[src/rtl/hv_clamp_pkg.sv]
package hv_clamp_pkg;
  localparam int NUM_CH = 2;

  // Pulse classification: strictly longer than the threshold is wide.
  function automatic logic pulse_is_wide(input logic [31:0] high_cycles, input int unsigned thr);
    return high_cycles > thr;
  endfunction

  // Window position test: open for len cycles starting at position dly.
  function automatic logic window_open(input logic [31:0] pos, input int unsigned dly,
                                       input int unsigned len);
    return (pos >= dly) && (pos < dly + len);
  endfunction
endpackage

[src/rtl/hv_sync_edge.sv]
module hv_sync_edge (
  input  logic clk,
  input  logic rst_n,
  input  logic async_i,
  output logic level_o,
  output logic rise_o,
  output logic fall_o
);
  logic meta_q, stab_q, hist_q;

  always_ff @(posedge clk or negedge rst_n) begin
    if (!rst_n) begin
      meta_q <= 1'b0;
      stab_q <= 1'b0;
      hist_q <= 1'b0;
    end else begin
      meta_q <= async_i;
      stab_q <= meta_q;
      hist_q <= stab_q;
    end
  end

  assign level_o = stab_q;
  assign rise_o  = stab_q & ~hist_q;
  assign fall_o  = ~stab_q & hist_q;

  // an edge reflects the input level two samples earlier
  p_rise_sampled_r1: assert property (@(posedge clk) disable iff (!rst_n)
    rise_o |-> $past(async_i, 2));
  p_fall_sampled_r1: assert property (@(posedge clk) disable iff (!rst_n)
    fall_o |-> !$past(async_i, 2));
endmodule

[src/rtl/hv_line_tracker.sv]
module hv_line_tracker #(
  parameter int unsigned WIDE_THR  = 100,
  parameter int unsigned SET_RUN   = 2,
  parameter int unsigned CLR_RUN   = 2,
  parameter int unsigned CLAMP_DLY = 8,
  parameter int unsigned CLAMP_LEN = 32,
  parameter int unsigned IDLE_LIM  = 1024
) (
  input  logic clk,
  input  logic rst_n,
  input  logic level_i,
  input  logic rise_i,
  input  logic fall_i,
  output logic vblank_o,
  output logic win_o,
  output logic idle_o
);
  import hv_clamp_pkg::*;

  localparam int unsigned WMAX = WIDE_THR + 1;
  localparam int WCW = $clog2(WMAX + 1);
  localparam int unsigned RMAX = (SET_RUN > CLR_RUN) ? SET_RUN : CLR_RUN;
  localparam int RCW = $clog2(RMAX + 1);
  localparam int PCW = $clog2(CLAMP_DLY + CLAMP_LEN + 1);
  localparam int ICW = $clog2(IDLE_LIM + 1);

  logic [WCW-1:0] wcnt;
  logic [RCW-1:0] wide_run, norm_run;
  logic           vb_q, run_q, idle_q;
  logic [PCW-1:0] pcnt;
  logic [ICW-1:0] icnt;

  logic at_limit, go_idle, pulse_wide;
  assign at_limit   = (icnt == ICW'(IDLE_LIM));
  assign go_idle    = at_limit && !rise_i;
  assign pulse_wide = pulse_is_wide(32'(wcnt), WIDE_THR);

  // Width measurement in cycles, saturating one past the threshold
  always_ff @(posedge clk or negedge rst_n) begin
    if (!rst_n)                                wcnt <= '0;
    else if (rise_i)                           wcnt <= WCW'(1);
    else if (level_i && wcnt != WCW'(WMAX))    wcnt <= wcnt + 1'b1;
  end

  // Vertical flag with run-length hysteresis
  always_ff @(posedge clk or negedge rst_n) begin
    if (!rst_n) begin
      wide_run <= '0;
      norm_run <= '0;
      vb_q     <= 1'b0;
    end else if (go_idle) begin
      wide_run <= '0;
      norm_run <= '0;
      vb_q     <= 1'b0;
    end else if (fall_i) begin
      if (pulse_wide) begin
        norm_run <= '0;
        if (wide_run != RCW'(SET_RUN)) wide_run <= wide_run + 1'b1;
        if (32'(wide_run) + 1 >= SET_RUN) vb_q <= 1'b1;
      end else begin
        wide_run <= '0;
        if (norm_run != RCW'(CLR_RUN)) norm_run <= norm_run + 1'b1;
        if (32'(norm_run) + 1 >= CLR_RUN) vb_q <= 1'b0;
      end
    end
  end

  // Clamp window position after the trailing edge
  always_ff @(posedge clk or negedge rst_n) begin
    if (!rst_n) begin
      run_q <= 1'b0;
      pcnt  <= '0;
    end else if (fall_i) begin
      run_q <= 1'b1;
      pcnt  <= '0;
    end else if (rise_i) begin
      run_q <= 1'b0;
    end else if (run_q) begin
      pcnt <= pcnt + 1'b1;
      if (32'(pcnt) == CLAMP_DLY + CLAMP_LEN - 1) run_q <= 1'b0;
    end
  end

  // Loss-of-timing watchdog
  always_ff @(posedge clk or negedge rst_n) begin
    if (!rst_n) begin
      icnt   <= ICW'(IDLE_LIM);
      idle_q <= 1'b1;
    end else begin
      if (rise_i || fall_i) icnt <= '0;
      else if (!at_limit)   icnt <= icnt + 1'b1;
      if (rise_i)           idle_q <= 1'b0;
      else if (at_limit)    idle_q <= 1'b1;
    end
  end

  assign vblank_o = vb_q;
  assign win_o    = run_q && window_open(32'(pcnt), CLAMP_DLY, CLAMP_LEN);
  assign idle_o   = idle_q;

  // the flag only moves on a trailing edge or on the idle timeout
  p_vb_moves_on_fall_r3: assert property (@(posedge clk) disable iff (!rst_n)
    !$stable(vb_q) |-> ($past(fall_i) || $past(go_idle)));
  // the window is shut in the cycle right after a trailing edge
  p_win_shut_after_fall_r4: assert property (@(posedge clk) disable iff (!rst_n)
    ((CLAMP_DLY > 0) && fall_i) |=> !win_o);
  // idle persists until a rising edge
  p_idle_holds_r8: assert property (@(posedge clk) disable iff (!rst_n)
    (idle_q && !rise_i) |=> idle_q);
endmodule

[src/rtl/hv_clamp_gate.sv]
module hv_clamp_gate #(
  parameter int unsigned WIDE_THR  = 100,
  parameter int unsigned SET_RUN   = 2,
  parameter int unsigned CLR_RUN   = 2,
  parameter int unsigned CLAMP_DLY = 8,
  parameter int unsigned CLAMP_LEN = 32,
  parameter int unsigned IDLE_LIM  = 1024
) (
  input  logic clk,
  input  logic rst_n,
  input  logic hv_pri_async,
  input  logic hv_sec_async,
  input  logic pri_disable,
  input  logic sec_disable,
  input  logic yuv_from_sec,
  output logic clamp_pri,
  output logic clamp_sec,
  output logic clamp_yuv,
  output logic vblank_pri,
  output logic vblank_sec
);
  import hv_clamp_pkg::*;

  logic [NUM_CH-1:0] hv_in, lvl, rise, fall, vb, win, idle, timing_ok, ch_dis;

  assign hv_in  = {hv_sec_async, hv_pri_async};
  assign ch_dis = {sec_disable, pri_disable};

  for (genvar c = 0; c < NUM_CH; c++) begin : g_ch
    hv_sync_edge u_sync (
      .clk(clk), .rst_n(rst_n), .async_i(hv_in[c]),
      .level_o(lvl[c]), .rise_o(rise[c]), .fall_o(fall[c])
    );
    hv_line_tracker #(
      .WIDE_THR(WIDE_THR), .SET_RUN(SET_RUN), .CLR_RUN(CLR_RUN),
      .CLAMP_DLY(CLAMP_DLY), .CLAMP_LEN(CLAMP_LEN), .IDLE_LIM(IDLE_LIM)
    ) u_trk (
      .clk(clk), .rst_n(rst_n), .level_i(lvl[c]), .rise_i(rise[c]), .fall_i(fall[c]),
      .vblank_o(vb[c]), .win_o(win[c]), .idle_o(idle[c])
    );
    assign timing_ok[c] = win[c] & ~vb[c] & ~idle[c];
  end

  assign clamp_pri  = timing_ok[0] & ~ch_dis[0];
  assign clamp_sec  = timing_ok[1] & ~ch_dis[1];
  assign clamp_yuv  = yuv_from_sec ? timing_ok[1] : timing_ok[0];
  assign vblank_pri = vb[0];
  assign vblank_sec = vb[1];

  // the YUV clamp never fires during blanking of its selected source
  p_yuv_source_r7: assert property (@(posedge clk) disable iff (!rst_n)
    clamp_yuv |-> !(yuv_from_sec ? vblank_sec : vblank_pri));
  // no channel clamps inside its own blanking interval
  p_sec_blank_r5: assert property (@(posedge clk) disable iff (!rst_n)
    vblank_sec |-> !clamp_sec);
endmodule

[config.mk]
export PLATFORM = sky130hd
export DESIGN_NAME = hv_clamp_gate
export DESIGN_NICKNAME = d
export VERILOG_FILES = /design/src/rtl/hv_clamp_pkg.sv /design/src/rtl/hv_sync_edge.sv /design/src/rtl/hv_line_tracker.sv /design/src/rtl/hv_clamp_gate.sv
export SDC_FILE = /design/constraint.sdc
export NUM_CORES = 1
export LEC_CHECK = 0
export BUFFER_PORTS_ARGS = -buffer_cell sky130_fd_sc_hd__buf_2
export CORE_UTILIZATION = 62
export DETAILED_ROUTE_END_ITERATION = 12
export PLACE_DENSITY = 0.87
export SYNTH_ARGS = -nofsm -noshare
export SYNTH_HDL_FRONTEND = slang
export SYNTH_HIERARCHICAL = 1
export SYNTH_SLANG_ARGS = --single-unit
[constraint.sdc]
create_clock -name clk -period 1.7 [get_ports clk]
set_input_delay 0.085 -clock clk [delete_from_list [all_inputs] [get_ports clk]]
set_output_delay 0.085 -clock clk [all_outputs]
set_load 0.01 [all_outputs]
=== Word level (Yosys, flattened, before mapping) ===
Cells that the tools add are included.

* Logic and storage cells: 169
* Input bits: 7
* Output and inout port bits: 5
* Flip-flop bits (word level): 68

* Eq/ne operators: 18
* Reduce and logical (&&, ||, !) cells: 32
* Bitwise operators: 20
* Magnitude comparators: 10
* $add $sub $neg: 14
* Multiplexer cells: 53

{| class="wikitable"
|+ Operators by type and width
! cell !! number
|-
| $ge A32 B2 Y1 const B || 4
|-
| $mux W11 || 4
|-
| $mux W6 || 6
|-
| $mux W2 || 16
|-
| $mux W7 || 4
|-
| $mux W1 || 23
|-
| $add A11 B1 Y11 const B || 2
|-
| $eq A11 B11 Y1 const B || 2
|-
| $ne A2 B2 Y1 const B || 8
|-
| $reduce_bool A2 Y1 || 8
|-
| $add A7 B1 Y7 const B || 2
|-
| $gt A7 B7 Y1 const B || 2
|-
| $ne A7 B7 Y1 const B || 2
|-
| $add A2 B1 Y3 const B || 4
|-
| $add A6 B1 Y6 const B || 2
|-
| $eq A6 B6 Y1 const B || 2
|-
| $ge A6 B4 Y1 const B || 2
|-
| $lt A6 B6 Y1 const B || 2
|-
| $ne A3 B2 Y1 const B || 4
|-
| $reduce_and A2 Y1 || 6
|-
| $reduce_bool A3 Y1 || 4
|-
| $and A1 B1 Y1 || 10
|-
| $not A1 Y1 || 10
|-
| $add A2 B1 Y2 const B || 4
|-
| 4 further kinds || 14
|}

=== Longest topological paths before layout ===
Gate-level depths: netlist (run 1).

* Depth after elaboration: 6
* Depth in mapped cells: 5
* Gate-level depth less buffers: 5

=== By module ===
The synthesis (run 1) kept the hierarchy.

{| class="wikitable"
|+ Modules (own cells, without submodules)
! module !! area each (um^2) !! cells an instance !! times used !! sequential area each (um^2)
|-
| hv_line_tracker (g_ch[1].u_trk) || 1816.7 || 192 || 1 || 778.2
|-
| hv_line_tracker (g_ch[0].u_trk) || 1800.5 || 188 || 1 || 778.2
|-
| hv_sync_edge || 90.1 || 5 || 2 || 75.1
|-
| hv_clamp_gate || 46.3 || 5 || 1 || 0.0
|}

=== Worst setup path before layout (run 1) ===
OpenSTA, ideal clock, no wires.

* Path type: reg2reg
* Start point: register g_ch[0].u_trk.icnt[0]
* End point: register g_ch[0].u_trk.icnt[2]
* Stages on the path, launching flop included: 6
* Clock period less this slack: 1603 ps
* Arrival time: 1467 ps
* Buffers on the path: 0
* Path slack: 97 ps
* Data required time: 1564 ps
* Setup time: 136 ps
* Cells stage by stage: dfrtp_1 -> inv_1 -> ha_1 -> or4b_1 -> o311ai_1 -> a21oi_1

* Word-level cells in the longest chain between the ends: 3
* Elaborated cells between the ends (all ways): 5
* Classes of those cells: add/sub: 1; eq/ne: 2; mux: 2

{| class="wikitable"
|+ Ends and longest elaborated chain
! element !! RTL line !! source
|-
| start: declaration || hv_line_tracker.sv:31 || <nowiki>logic [ICW-1:0] icnt;</nowiki>
|-
| start signal: assignment || hv_line_tracker.sv:87 || <nowiki>icnt <= ICW'(IDLE_LIM);</nowiki>
|-
| start signal: assignment || hv_line_tracker.sv:91 || <nowiki>else if (!at_limit) icnt <= icnt + 1'b1;</nowiki>
|-
| $add A11 B1 Y11 || hv_line_tracker.sv:91 ||
|-
| $mux W11 || hv_line_tracker.sv:91 ||
|-
| $mux W11 || hv_line_tracker.sv:90 || <nowiki>if (rise_i || fall_i) icnt <= '0;</nowiki>
|}

Several ways; a longest one is shown, not always the timed one. The select of a mux whose other input is x is not followed.
A chain may end at the register's enable or synchronous reset.

=== Final worst setup path (run 1) ===
* Start point: register g_ch[0].u_trk.icnt[1]
* End point: register g_ch[0].u_trk.icnt[0]

* Word-level cells in the longest chain between the ends: 2

{| class="wikitable"
|+ Ends and longest elaborated chain
! element !! RTL line !! source
|-
| $eq A11 B11 Y1 || hv_line_tracker.sv:34 || <nowiki>assign at_limit = (icnt == ICW'(IDLE_LIM));</nowiki>
|-
| $ne A2 B2 Y1 (no source line) || n/a ||
|}

No other way between the ends.

==> results.md, run 1 <==
* Final worst path period need at 1759 ps
* Die Ht at 80.74 um
* IO Port Bufs at 11
* Syn Nets at 424
* Distinct cells, synth at 51
* Cells after Synth at 395
* Final period util at 1.035
* CP Data Required Time at 1920 ps
* Synth warn at 6
* CP endpoint kind: register
* Fmax at 568.5 MHz
* Layout cells sized above 1 at 0.2384
* Setup CP Type: register to register
* 1st-pass router iterations at 5
* CTS H-tree depth at 3
* TritonCTS clock tree: yes
* Number of synthesized flops with an enable pin at 0
* Drt wl/cell at 17.88 um
* Sw frac at 0.3530
* Layout Skew at 11.57 ps
* Place WS at -31.76 ps
* Synth Flop Type: dfrtp_1
* Avg Cell Area, Syn at 9.731 sq um
* Post-synthesis sequential area ratio at 0.4440
* Sequential Power Share at 0.470
* Row Count at 28
* Hold Slack at 259.3 ps
* All-Layer GR Usage at 0.3030
* Endpoints failing hold at 0
* Layout Nets at 477
* Inst Count DP at 495
* Largest net degree at the start of global routing at 69
* CTS buffer count at 9
* Die area at 6518 sq um
* Status: complete, but fails checks
* Final slew viol count at 0
* CTS Sinks at 68
* Non-filler cells, final at 528
* Placement Cell Area at 4156 sq um
* Initial core utilization at 0.6454
* Vias in the first global route at 3280
* CORE AREA at 5956 sq um
* Fin worst setup slack at -59.09 ps
* Total grt overflow at 0
* Vias per cell at 6.369
* P_leak at 2.014 nW
* Root Buffer Master: clkbuf_8
* Worst slew margin at 0.6503
* Via count at 3363
* Worst Path Max Fanout at 4
* Internal cell power at 2.876 mW
* Crit path from: g_ch[0].u_trk/icnt[1]$_DFFE_PN0P_
* RD Place Congestion at 0.8576
* Setup violations, final at 8
* Number of diodes at 0
* Setup TNS at -225.2 ps
* CTS max path bufs at 2
* Worst Setup Start Kind: register
* RSZ-0062 raised after global routing: yes
* Reg-to-reg startpoint: g_ch[0].u_trk/icnt[1]$_DFFE_PN0P_
* Combinational share of power at 0.268
* DRT iter0 DRCs at 228
* First-pass GRT wire length at 15.12 mm
* Post-Syn Area at 3844 sq um
* Utilization after layout at 0.7697
* Total wire length at 9.438 mm
* Initial antenna violation count at 0
* Post-synth ARST share at 1.000
* # DRC at 0
* Total Power at 4.445 mW
* Yosys reg bits at 68
* Failing checks: negative setup slack
* Dpl hpwl at 5.594 mm
* Most frequent cells in the layout: 64 x dfrtp_1, 30 x buf_4, 29 x a21oi_1, 28 x inv_1, 25 x nor2_1
* Clk slew on worst S/H paths at 80 ps
* Skew-Pair Late Insertion Delay at 360 ps
* Commonest non-fill, non-tap cell in the layout: dfrtp_1
* CP arrival at 1980 ps
* Worst Tran Pin Value at 520.6 ps
* Maxcap violations at 0
* Pwr dens at 969.5 nW/um^2
* Num ports at 12
* Cell area after layout at 4584 sq um
* Fill count at 399
* Remaining antenna violation count at 0
* Sw Pwr at 1.569 mW
* Peak supply drop at 0.6474 mV
* Hold Crit Class: input pin to asynchronous set/reset pin
* Area delta synth->final at 19.27%
* Clk pwr share at 0.262
* Die X at 80.74 um
==> state kept, by name, indices dropped and copies added (netlist names) <==
| register | count |
|---|---|
| g_ch.u_sync/hist_q | 2 |
| g_ch.u_sync/level_o | 2 |
| g_ch.u_sync/meta_q | 2 |
| g_ch.u_trk/icnt | 22 |
| g_ch.u_trk/idle_o | 2 |
| g_ch.u_trk/norm_run | 4 |
| g_ch.u_trk/pcnt | 12 |
| g_ch.u_trk/run_q | 2 |
| g_ch.u_trk/vblank_o | 2 |
| g_ch.u_trk/wcnt | 14 |
| g_ch.u_trk/wide_run | 4 |
==> synthesized netlist by cell type (6+ instances only) <==
master,n,area (sq um)
dfrtp_1,64,1602
nand3_1,15,75.07
clkbuf_1,9,33.78
inv_1,32,120.1
ha_1,22,275.3
o21ai_0,19,95.09
a21oi_1,30,150.1
a31oi_1,6,37.54
nor2b_1,12,75.07
xor2_1,8,70.07
or4_1,6,45.04
nand2b_1,7,43.79
or3_1,13,81.33
nand2_1,11,41.29
o31ai_1,9,67.56
or2_2,8,50.05
nor2_1,27,101.4
nor3_1,10,50.05
nand4_1,12,75.07
==> what timing repair did <==
| action | in CTS | in global routing |
|---|---|---|
| hold endpoints to repair | 66 | 0 |
| pin swaps | 11 | 6 |
| setup buffers | 15 | 2 |
| endpoints found under the setup margin | 11 | 20 |
| gates resized for setup | 15 | 17 |
| hold buffers | 3 | 0 |
==> final timing paths <==
path	endpoint	slack [ps]	cells after the start
max in group asynchronous	g_ch[1].u_trk/icnt[10]$_DFFE_PN1P_	1070	3
worst min-delay path	g_ch[0].u_trk/wcnt[2]$_DFFE_PN0P_	260	3
min in group clk	g_ch[0].u_sync/level_o$_DFF_PN0_	340	0
worst max-delay path	g_ch[0].u_trk/icnt[0]$_DFFE_PN0P_	-60	5
worst max register to register	g_ch[0].u_trk/icnt[0]$_DFFE_PN0P_	-60	5
worst min register to register	g_ch[0].u_sync/level_o$_DFF_PN0_	340	0
==> critical path, stage by stage (launching register included) <==
cell and delay, ps:
dfrtp_1 400, inv_2 110, ha_4 160, or4b_4 530, nor4_1 310, nor3_1 110
==> power groups by stage <==
stage / logic, mW / clock network (mW) / registers [mW]
2_1_floorplan: 0.744 / 0 / 2.04
3_3_place_gp: 0.922 / 0 / 2.08
3_5_place_dp: 1.01 / 0 / 2.10
4_1_cts: 1.09 / 1.17 / 2.08
5_1_grt: 1.33 / 1.24 / 2.12
6_report: 1.19 / 1.16 / 2.09
==> final cells by class <==
cell class	count	area [sq um]	share of cell area
sequential	68	1707	0.3723
timing repair buffer	51	406.6	0.08870
clock buffer	9	123.9	0.02702
tap	75	93.84	0.02047
inverter	32	120.1	0.02620
clock inverter	7	43.79	0.009552
multi-input combinational	286	2090	0.4558
==> kinds of logic (layout without fill, tap and decap cells) <==
family | count (synthesis) | after routing | share of synthesized area
mux | 8 | 8 | 0.02181
buf+inv | 41 | 99 | 0.04004
fa+ha+maj | 22 | 22 | 0.07161
simple gates | 155 | 155 | 0.2454
xor+xnor | 12 | 12 | 0.02734
flops | 68 | 68 | 0.4440
compound gates | 89 | 89 | 0.1497
==> routing by layer <==
| layer | vias to the layer above | routed length (um) | global-route usage | share of wire |
|---|---|---|---|---|
| li1 | 1540 | - | - | - |
| met1 | 1672 | 3844 | 0.3668 | 0.41 |
| met2 | 121 | 4812 | 0.5288 | 0.51 |
| met3 | 30 | 475 | 0.05281 | 0.050 |
| met4 | 0 | 305 | 0.1357 | 0.032 |
| met5 | - | 0 | 0 | 0 |
Power figures use the tool's default switching activity.
==> run 2: changes to the inputs <==
--- a/config.mk
+++ b/config.mk
@@ -6,7 +6,9 @@
 export NUM_CORES = 1
 export LEC_CHECK = 0
 export BUFFER_PORTS_ARGS = -buffer_cell sky130_fd_sc_hd__buf_2
-export CORE_UTILIZATION = 62
+export CELL_PAD_IN_SITES_DETAIL_PLACEMENT = 1
+export CELL_PAD_IN_SITES_GLOBAL_PLACEMENT = 2
+export CORE_UTILIZATION = 40
 export DETAILED_ROUTE_END_ITERATION = 12
 export PLACE_DENSITY = 0.87
 export SYNTH_ARGS = -nofsm -noshare
==> run 2 against run 1 <==
Against the previous run:
- the flow still finishes with violations (negative setup slack)
- non-clock buffer count up 2
- die area increased by 53%
- clock skew is 4.0 ps lower
- final area increased by 2.0%
- first-iteration DRC count decreased by 57%
- global-route usage down 9.7 points
- largest cell class unchanged
- largest power group unchanged
- highest routed layer unchanged
==> results.md, run 2 (same netlist as run 1, synthesis figures left out) <==
* Status: complete, but fails checks
* Failing checks: negative setup slack
* Layout Nets at 479 (+0.42%)
* Placement Cell Area at 4284 sq um (+3.1%)
* Layout cells sized above 1 at 0.2357 (-0.002728)
* Most frequent cells in the layout: 64 x dfrtp_1, 37 x buf_4, 29 x inv_1, 28 x a21oi_1, 25 x nor2_1
* 1st-pass router iterations at 4 (-1)
* P_leak at 2.030 nW (+0.78%)
* Vias per cell at 5.561 (-13%)
* Multi-input logic area at 2092 sq um (+0.12%)
* Worst Setup Start Kind: register
* Skew-Pair Late Insertion Delay at 350 ps (about the same)
* DRT iter0 DRCs at 99 (-57%)
* Utilization after layout at 0.5038 (-0.2660)
* Row Count at 35 (+25%)
* Fmax at 578.5 MHz (+1.8%)
* IO Port Bufs at 11 (unchanged)
* Crit-path cells: nor2_2 -> xnor2_1 -> and2_4 -> nand4bb_4 -> o41ai_2 -> buf_2
* Vias in the first global route at 3454 (+5.3%)
* Die area at 10010 sq um (+53%)
* Total grt overflow at 0 (unchanged)
* RD Place Congestion at 0.7710 (-10%)
* Cell area after layout at 4677 sq um (+2.0%)
* # DRC at 0 (unchanged)
* Pwr dens at 978.4 nW/um^2 (+0.91%)
* Drt wl/cell at 16.51 um (-7.7%)
* Worst slew margin at 0.7278 (+0.07748)
* Setup violations, final at 1 (-7)
* Largest register by flop count: g_ch.u_trk/icnt
* Max reg flops at 22 (unchanged)
* First-pass GRT wire length at 16.20 mm (+7.1%)
* CP Data Required Time at 1620 ps (-300 ps)
* Fill count at 1118 (+180%)
* Reg-to-reg startpoint: g_ch[0].u_trk/icnt[10]$_DFFE_PN1P_
* Worst Tran Pin Value at 408.3 ps (-112.2 ps)
* Worst Path Max Fanout at 2 (-2)
* Number of diodes at 0 (unchanged)
* Sw frac at 0.3241 (-0.02897)
* Crit-path slowest cell: dfrtp_1
* Reg-to-reg setup timing slack at 30 ps (+90 ps)
* Die X at 100.0 um (+24%)
* All-Layer GR Usage at 0.2065 (-0.09652)
* Clk slew on worst S/H paths at 70 ps (about the same)
* FF/Latch Area at 1707 sq um (unchanged)
* Die Ht at 100.0 um (+24%)
* CORE AREA at 9284 sq um (+56%)
* Remaining antenna violation count at 0 (unchanged)
* RR Endpoint: g_ch[0].u_trk/icnt[2]$_DFFE_PN0P_
* Peak supply drop at 0.6012 mV (-7.1%)
* Area delta synth->final at 21.68%
* Setup TNS at -28.73 ps (+196.5 ps)
* TritonCTS clock tree: yes
* Total wire length at 9.623 mm (+2.0%)
* Regs by FF count: g_ch.u_trk/icnt: 22 flops, g_ch.u_trk/wcnt: 14 flops, g_ch.u_trk/pcnt: 12 flops
* Final worst path period need at 1729 ps (-30.36 ps)
* Clk pwr share at 0.298 (+0.036)
* Internal cell power at 3.093 mW (+7.6%)
* Root Buffer Master: clkbuf_8
* Initial core utilization at 0.4140 (-0.2314)
* Hold Slack at 272.7 ps (+13.39 ps)
* Endpoints failing hold at 0 (unchanged)
* CTS max path bufs at 2 (unchanged)
* Initial antenna violation count at 0 (unchanged)
* Final slew viol count at 0 (unchanged)
* CP arrival at 1640 ps (-340 ps)
* FF-to-FF path depth at 3 (-2)
* Commonest non-fill, non-tap cell in the layout: dfrtp_1
* Sw Pwr at 1.483 mW (-5.5%)
* Dpl hpwl at 6.410 mm (+15%)
* Num ports at 12 (unchanged)
* Layout Skew at 7.614 ps (-3.959 ps)
* CTS buffer count at 9 (unchanged)
* Combinational share of power at 0.249 (-0.019)
* CTS Sinks at 68 (unchanged)
* CP endpoint kind: output pin
* RSZ-0062 raised after global routing: yes
* Hold Crit Class: input pin to asynchronous set/reset pin
* CTS H-tree depth at 3 (unchanged)
* Final period util at 1.017 (-0.01786)
* Largest net degree at the start of global routing at 69 (unchanged)
* Fin worst setup slack at -28.73 ps (+30.36 ps)
* Via count at 3242 (-3.6%)
* CP max stage delay at 390 ps (-140 ps)
* Maxcap violations at 0 (unchanged)
* Sequential Power Share at 0.452 (-0.018)
* Setup CP Type: register to output pin
* Total Power at 4.576 mW (+2.9%)
[run 2: cell types whose count changed in the layout (fill, tap and decap cells not counted), sizes merged]
cell,change
clkbuf,+4
buf,+2
clkinvlp,-2
bufinv,+1
clkinv,-4
[run 2: per-stage QoR]
step	worst slack (ps)	instances
2_1_floorplan	97.04	395
3_3_place_gp	40.14	557
3_5_place_dp	-69.63	557
4_1_cts	-86.17	582
5_1_grt	-73.59	583
6_report	-28.73	583
[run 2: power by group through the flow]
stage | clock network [mW] | registers [mW] | logic [mW]
detailed placement | 0 | 2.09 | 1.05
floorplan | 0 | 2.04 | 0.744
global placement | 0 | 2.09 | 0.970
CTS | 1.40 | 2.07 | 1.12
finish | 1.37 | 2.07 | 1.14
global route | 1.47 | 2.11 | 1.31
[run 2: worst max-delay path: cells and delay by family (launching register included)]
kind / cells / cell delay, ps
and+or+nand+nor: 3 / 500
AOI/OAI and AO/OA: 1 / 80
DFF: 1 / 390
buffers and inverters: 1 / 180
xor gates and xnor gates: 1 / 140
[run 2: area by class of cell]
class                      instances  area share
multi-input combinational        286      0.4473
sequential                        68      0.3649
timing repair buffer              53     0.08614
tap                              129     0.03451
clock buffer                      13     0.03398
inverter                          32     0.02568
clock inverter                     2    0.007491
[run 2: how the worst max path moves through the flow]
stage                                            startpoint                                     to  slack, ps  cells after the start
after floorplan           g_ch[0].u_trk/icnt[0]$_DFFE_PN0P_      g_ch[0].u_trk/icnt[2]$_DFFE_PN0P_        100                      5
after global placement    g_ch[0].u_trk/icnt[0]$_DFFE_PN0P_  g_ch[0].u_trk/wide_run[0]$_DFFE_PN0P_         40                      5
after detailed placement  g_ch[0].u_trk/icnt[0]$_DFFE_PN0P_  g_ch[0].u_trk/norm_run[0]$_DFFE_PN0P_        -70                      5
after CTS                 g_ch[1].u_trk/pcnt[3]$_DFFE_PN0P_                              clamp_yuv        -90                      6
after global routing      g_ch[0].u_trk/icnt[1]$_DFFE_PN0P_      g_ch[0].u_trk/icnt[2]$_DFFE_PN0P_        -70                      5
final                     g_ch[1].u_trk/pcnt[3]$_DFFE_PN0P_                              clamp_yuv        -30                      6
[run 2: timing repair]
action                                 CTS  global route
hold buffers                             3             0
resized for setup                       11            15
setup endpoints to repair               10            18
pin swaps                                9             9
endpoints found under the hold margin   66             0
buffers inserted                         7             3
[run 2: metal layers]
layer | GRT usage | part of all wire
met1 | 0.2567 | 0.45
met2 | 0.3618 | 0.52
met3 | 0.02786 | 0.017
met4 | 0.08584 | 0.017
met5 | 0 | 0
==> run 3: changes to the inputs <==
--- a/config.mk
+++ b/config.mk
@@ -8,6 +8,7 @@
 export BUFFER_PORTS_ARGS = -buffer_cell sky130_fd_sc_hd__buf_2
 export CELL_PAD_IN_SITES_DETAIL_PLACEMENT = 1
 export CELL_PAD_IN_SITES_GLOBAL_PLACEMENT = 2
+export CORE_ASPECT_RATIO = 1.1
 export CORE_UTILIZATION = 40
 export DETAILED_ROUTE_END_ITERATION = 12
 export PLACE_DENSITY = 0.87
==> run 3 against run 2 <==
Against the previous run:
- the run now ends clean
- sequential share of layout area shrank 0.23 points
- clock-buffer cell count shrank 1
- first-iteration DRC count shrank 10%
- hold slack lost 7.8 ps
- combinational power is essentially flat
- via count grew 0.19%
==> results.md, run 3 (same netlist as run 1, synthesis figures left out) <==
* Status: finished, final reports clean
* Area delta synth->final at 22.53%
* All-Layer GR Usage at 0.2054 (-0.001166)
* Final slew viol count at 0 (unchanged)
* Layout Skew at 10.72 ps (+3.107 ps)
* Worst Path Max Fanout at 2 (unchanged)
* Fill count at 1068 (-4.5%)
* Commonest non-fill, non-tap cell in the layout: dfrtp_1
* CP arrival at 1610 ps (-30 ps)
* Pwr dens at 1013 nW/um^2 (+3.6%)
* Endpoints failing hold at 0 (unchanged)
* Die area at 10010 sq um (about the same)
* Num ports at 12 (unchanged)
* TritonCTS clock tree: yes
* # DRC at 0 (unchanged)
* Setup CP Type: register to output pin
* Total grt overflow at 0 (unchanged)
* RSZ-0062 raised after global routing: yes
* Reg-to-reg startpoint: g_ch[0].u_trk/icnt[10]$_DFFE_PN1P_
* Number of diodes at 0 (unchanged)
* Most frequent cells in the layout: 63 x dfrtp_1, 40 x buf_4, 29 x inv_1, 28 x a21oi_1, 25 x nor2_1
* Remaining antenna violation count at 0 (unchanged)
* Maxcap violations at 0 (unchanged)
* Vias in the first global route at 3440 (-0.41%)
* Worst Tran Pin Value at 532.7 ps (+124.4 ps)
* Multi-input logic area at 2090 sq um (-0.12%)
* Combinational share of power at 0.246 (-0.003)
* Total Power at 4.772 mW (+4.3%)
* Via count at 3248 (+0.19%)
* Worst slew margin at 0.6399 (-0.08791)
* Layout cells sized above 1 at 0.2375 (+0.001790)
* Vias per cell at 5.639 (+1.4%)
* Total wire length at 9.545 mm (-0.81%)
* FF/Latch Area at 1708 sq um (about the same)
* Hold Crit Class: input pin to asynchronous set/reset pin
* Peak supply drop at 0.4129 mV (-31%)
* Busiest layer in global routing: met2
* Die Ht at 104.8 um (+4.8%)
* CTS buffer count at 9 (unchanged)
* CP endpoint kind: output pin
* Setup violations, final at 0 (-1)
* CTS H-tree depth at 3 (unchanged)
* 1st-pass router iterations at 4 (unchanged)
* Die X at 95.47 um (-4.6%)
* Setup TNS at 0 ps (+28.73 ps)
* Clk slew on worst S/H paths at 80 ps (about the same)
* FF-to-FF path depth at 3 (unchanged)
* Largest register by flop count: g_ch.u_trk/icnt
* Clk pwr share at 0.318 (+0.020)
* CTS max path bufs at 2 (unchanged)
* M1 GR Usage at 0.2389 (-0.01783)
* M3 GR Usage at 0.05604 (+0.02819)
* Fmax at 588.9 MHz (+1.8%)
* Regs by FF count: g_ch.u_trk/icnt: 22 flops, g_ch.u_trk/wcnt: 14 flops, g_ch.u_trk/pcnt: 12 flops
* Final period util at 0.9988 (-0.01806)
* Initial antenna violation count at 0 (unchanged)
* Skew-Pair Late Insertion Delay at 360 ps (about the same)
* Initial core utilization at 0.4110 (-0.002991)
* Non-filler cells, final at 576 (-1.2%)
* Final worst path period need at 1698 ps (-30.71 ps)
* Root Buffer Master: clkbuf_8
* Max reg flops at 22 (unchanged)
* Layout Nets at 483 (+0.84%)
* Largest net degree at the start of global routing at 69 (unchanged)
* Internal cell power at 3.227 mW (+4.3%)
* IO Port Bufs at 11 (unchanged)
* Worst Setup Start Kind: register
* First-pass GRT wire length at 15.88 mm (-2.0%)
* Sw frac at 0.3237 (about the same)
* Reg-to-reg setup timing slack at 30 ps (about the same)
* Drt wl/cell at 16.57 um (+0.39%)
* DRT iter0 DRCs at 89 (-10%)
* RD Place Congestion at 0.8648 (+12%)
* RR Endpoint: g_ch[0].u_trk/norm_run[0]$_DFFE_PN0P_
* CORE AREA at 9351 sq um (+0.73%)
* Sequential Power Share at 0.436 (-0.016)
* Dpl hpwl at 6.367 mm (-0.66%)
* Inst Count DP at 542 (-2.7%)
* CP Data Required Time at 1620 ps (about the same)
* P_leak at 2.046 nW (+0.83%)
* Met2 Usage GRT at 0.3602 (-0.001600)
* CTS Sinks at 68 (unchanged)
* Row Count at 37 (+5.7%)
* Sw Pwr at 1.545 mW (+4.2%)
## run 3: cell types whose count changed in the layout (fill, tap and decap cells not counted), sizes merged
cell / previous run / this run
buf: 50 / 54
bufinv: 1 / 2
clkbuf: 13 / 12
clkinvlp: 0 / 1
## run 3: metal layers
layer  vias up  wire (um)
met1      1647       4208
met4         0        116
met2        37       4974
li1       1554          -
met5         -          0
met3        10        245
## run 3: worst max-delay path by stage
| stage | start | endpoint |
|---|---|---|
| 2_1_floorplan | g_ch[0].u_trk/icnt[0]$_DFFE_PN0P_ | g_ch[0].u_trk/icnt[2]$_DFFE_PN0P_ |
| 3_3_place_gp | g_ch[0].u_trk/icnt[0]$_DFFE_PN0P_ | g_ch[0].u_trk/wide_run[0]$_DFFE_PN0P_ |
| 3_5_place_dp | g_ch[1].u_trk/icnt[0]$_DFFE_PN0P_ | g_ch[1].u_trk/norm_run[0]$_DFFE_PN0P_ |
| 4_1_cts | g_ch[1].u_trk/pcnt[4]$_DFFE_PN0P_ | clamp_yuv |
| 5_1_grt | g_ch[0].u_trk/pcnt[3]$_DFFE_PN0P_ | clamp_yuv |
| 6_report | g_ch[0].u_trk/pcnt[3]$_DFFE_PN0P_ | clamp_yuv |
## run 3: layout make-up
type | instances | share of cell area
clock buffers | 12 | 0.03082
clock inverters | 4 | 0.01541
inverters | 32 | 0.02550
multi-input cells | 286 | 0.4437
flip-flops and latches | 68 | 0.3626
well taps | 117 | 0.03108
repair buffers | 57 | 0.09086
## run 3: stage by stage
step	hold slack [ps]	util	area [sq um]	setup slack [ps]
after detailed placement	144.2	0.4528	4234	-1.884
after CTS	288.0	0.4894	4577	-5.821
final	264.9	0.5036	4710	1.980
after floorplan	-210.6	-	3844	97.04
after global placement	138.9	0.4528	4234	45.41
after global routing	306.7	0.5036	4710	-154.1
## run 3: worst max-delay path: stages, from the launching register on
cell     delay [ps]
dfrtp_1         410
nor2_2          180
xnor2_1         130
and2_1          150
inv_2            50
o41ai_2         180
buf_2           170
## run 3: power by group through the flow
stage / sequential, mW / combinational (mW) / clock [mW]
2_1_floorplan: 2.04 / 0.744 / 0
3_3_place_gp: 2.09 / 0.970 / 0
3_5_place_dp: 2.10 / 1.05 / 0
4_1_cts: 2.08 / 1.11 / 1.56
5_1_grt: 2.12 / 1.33 / 1.65
6_report: 2.08 / 1.17 / 1.52
## run 3: what timing repair did
action	in CTS	in global routing
setup buffers	7	8
hold buffers	3	0
resized for setup	10	17
endpoints found under the setup margin	5	19
pin swaps	9	11
hold endpoints to repair	66	0
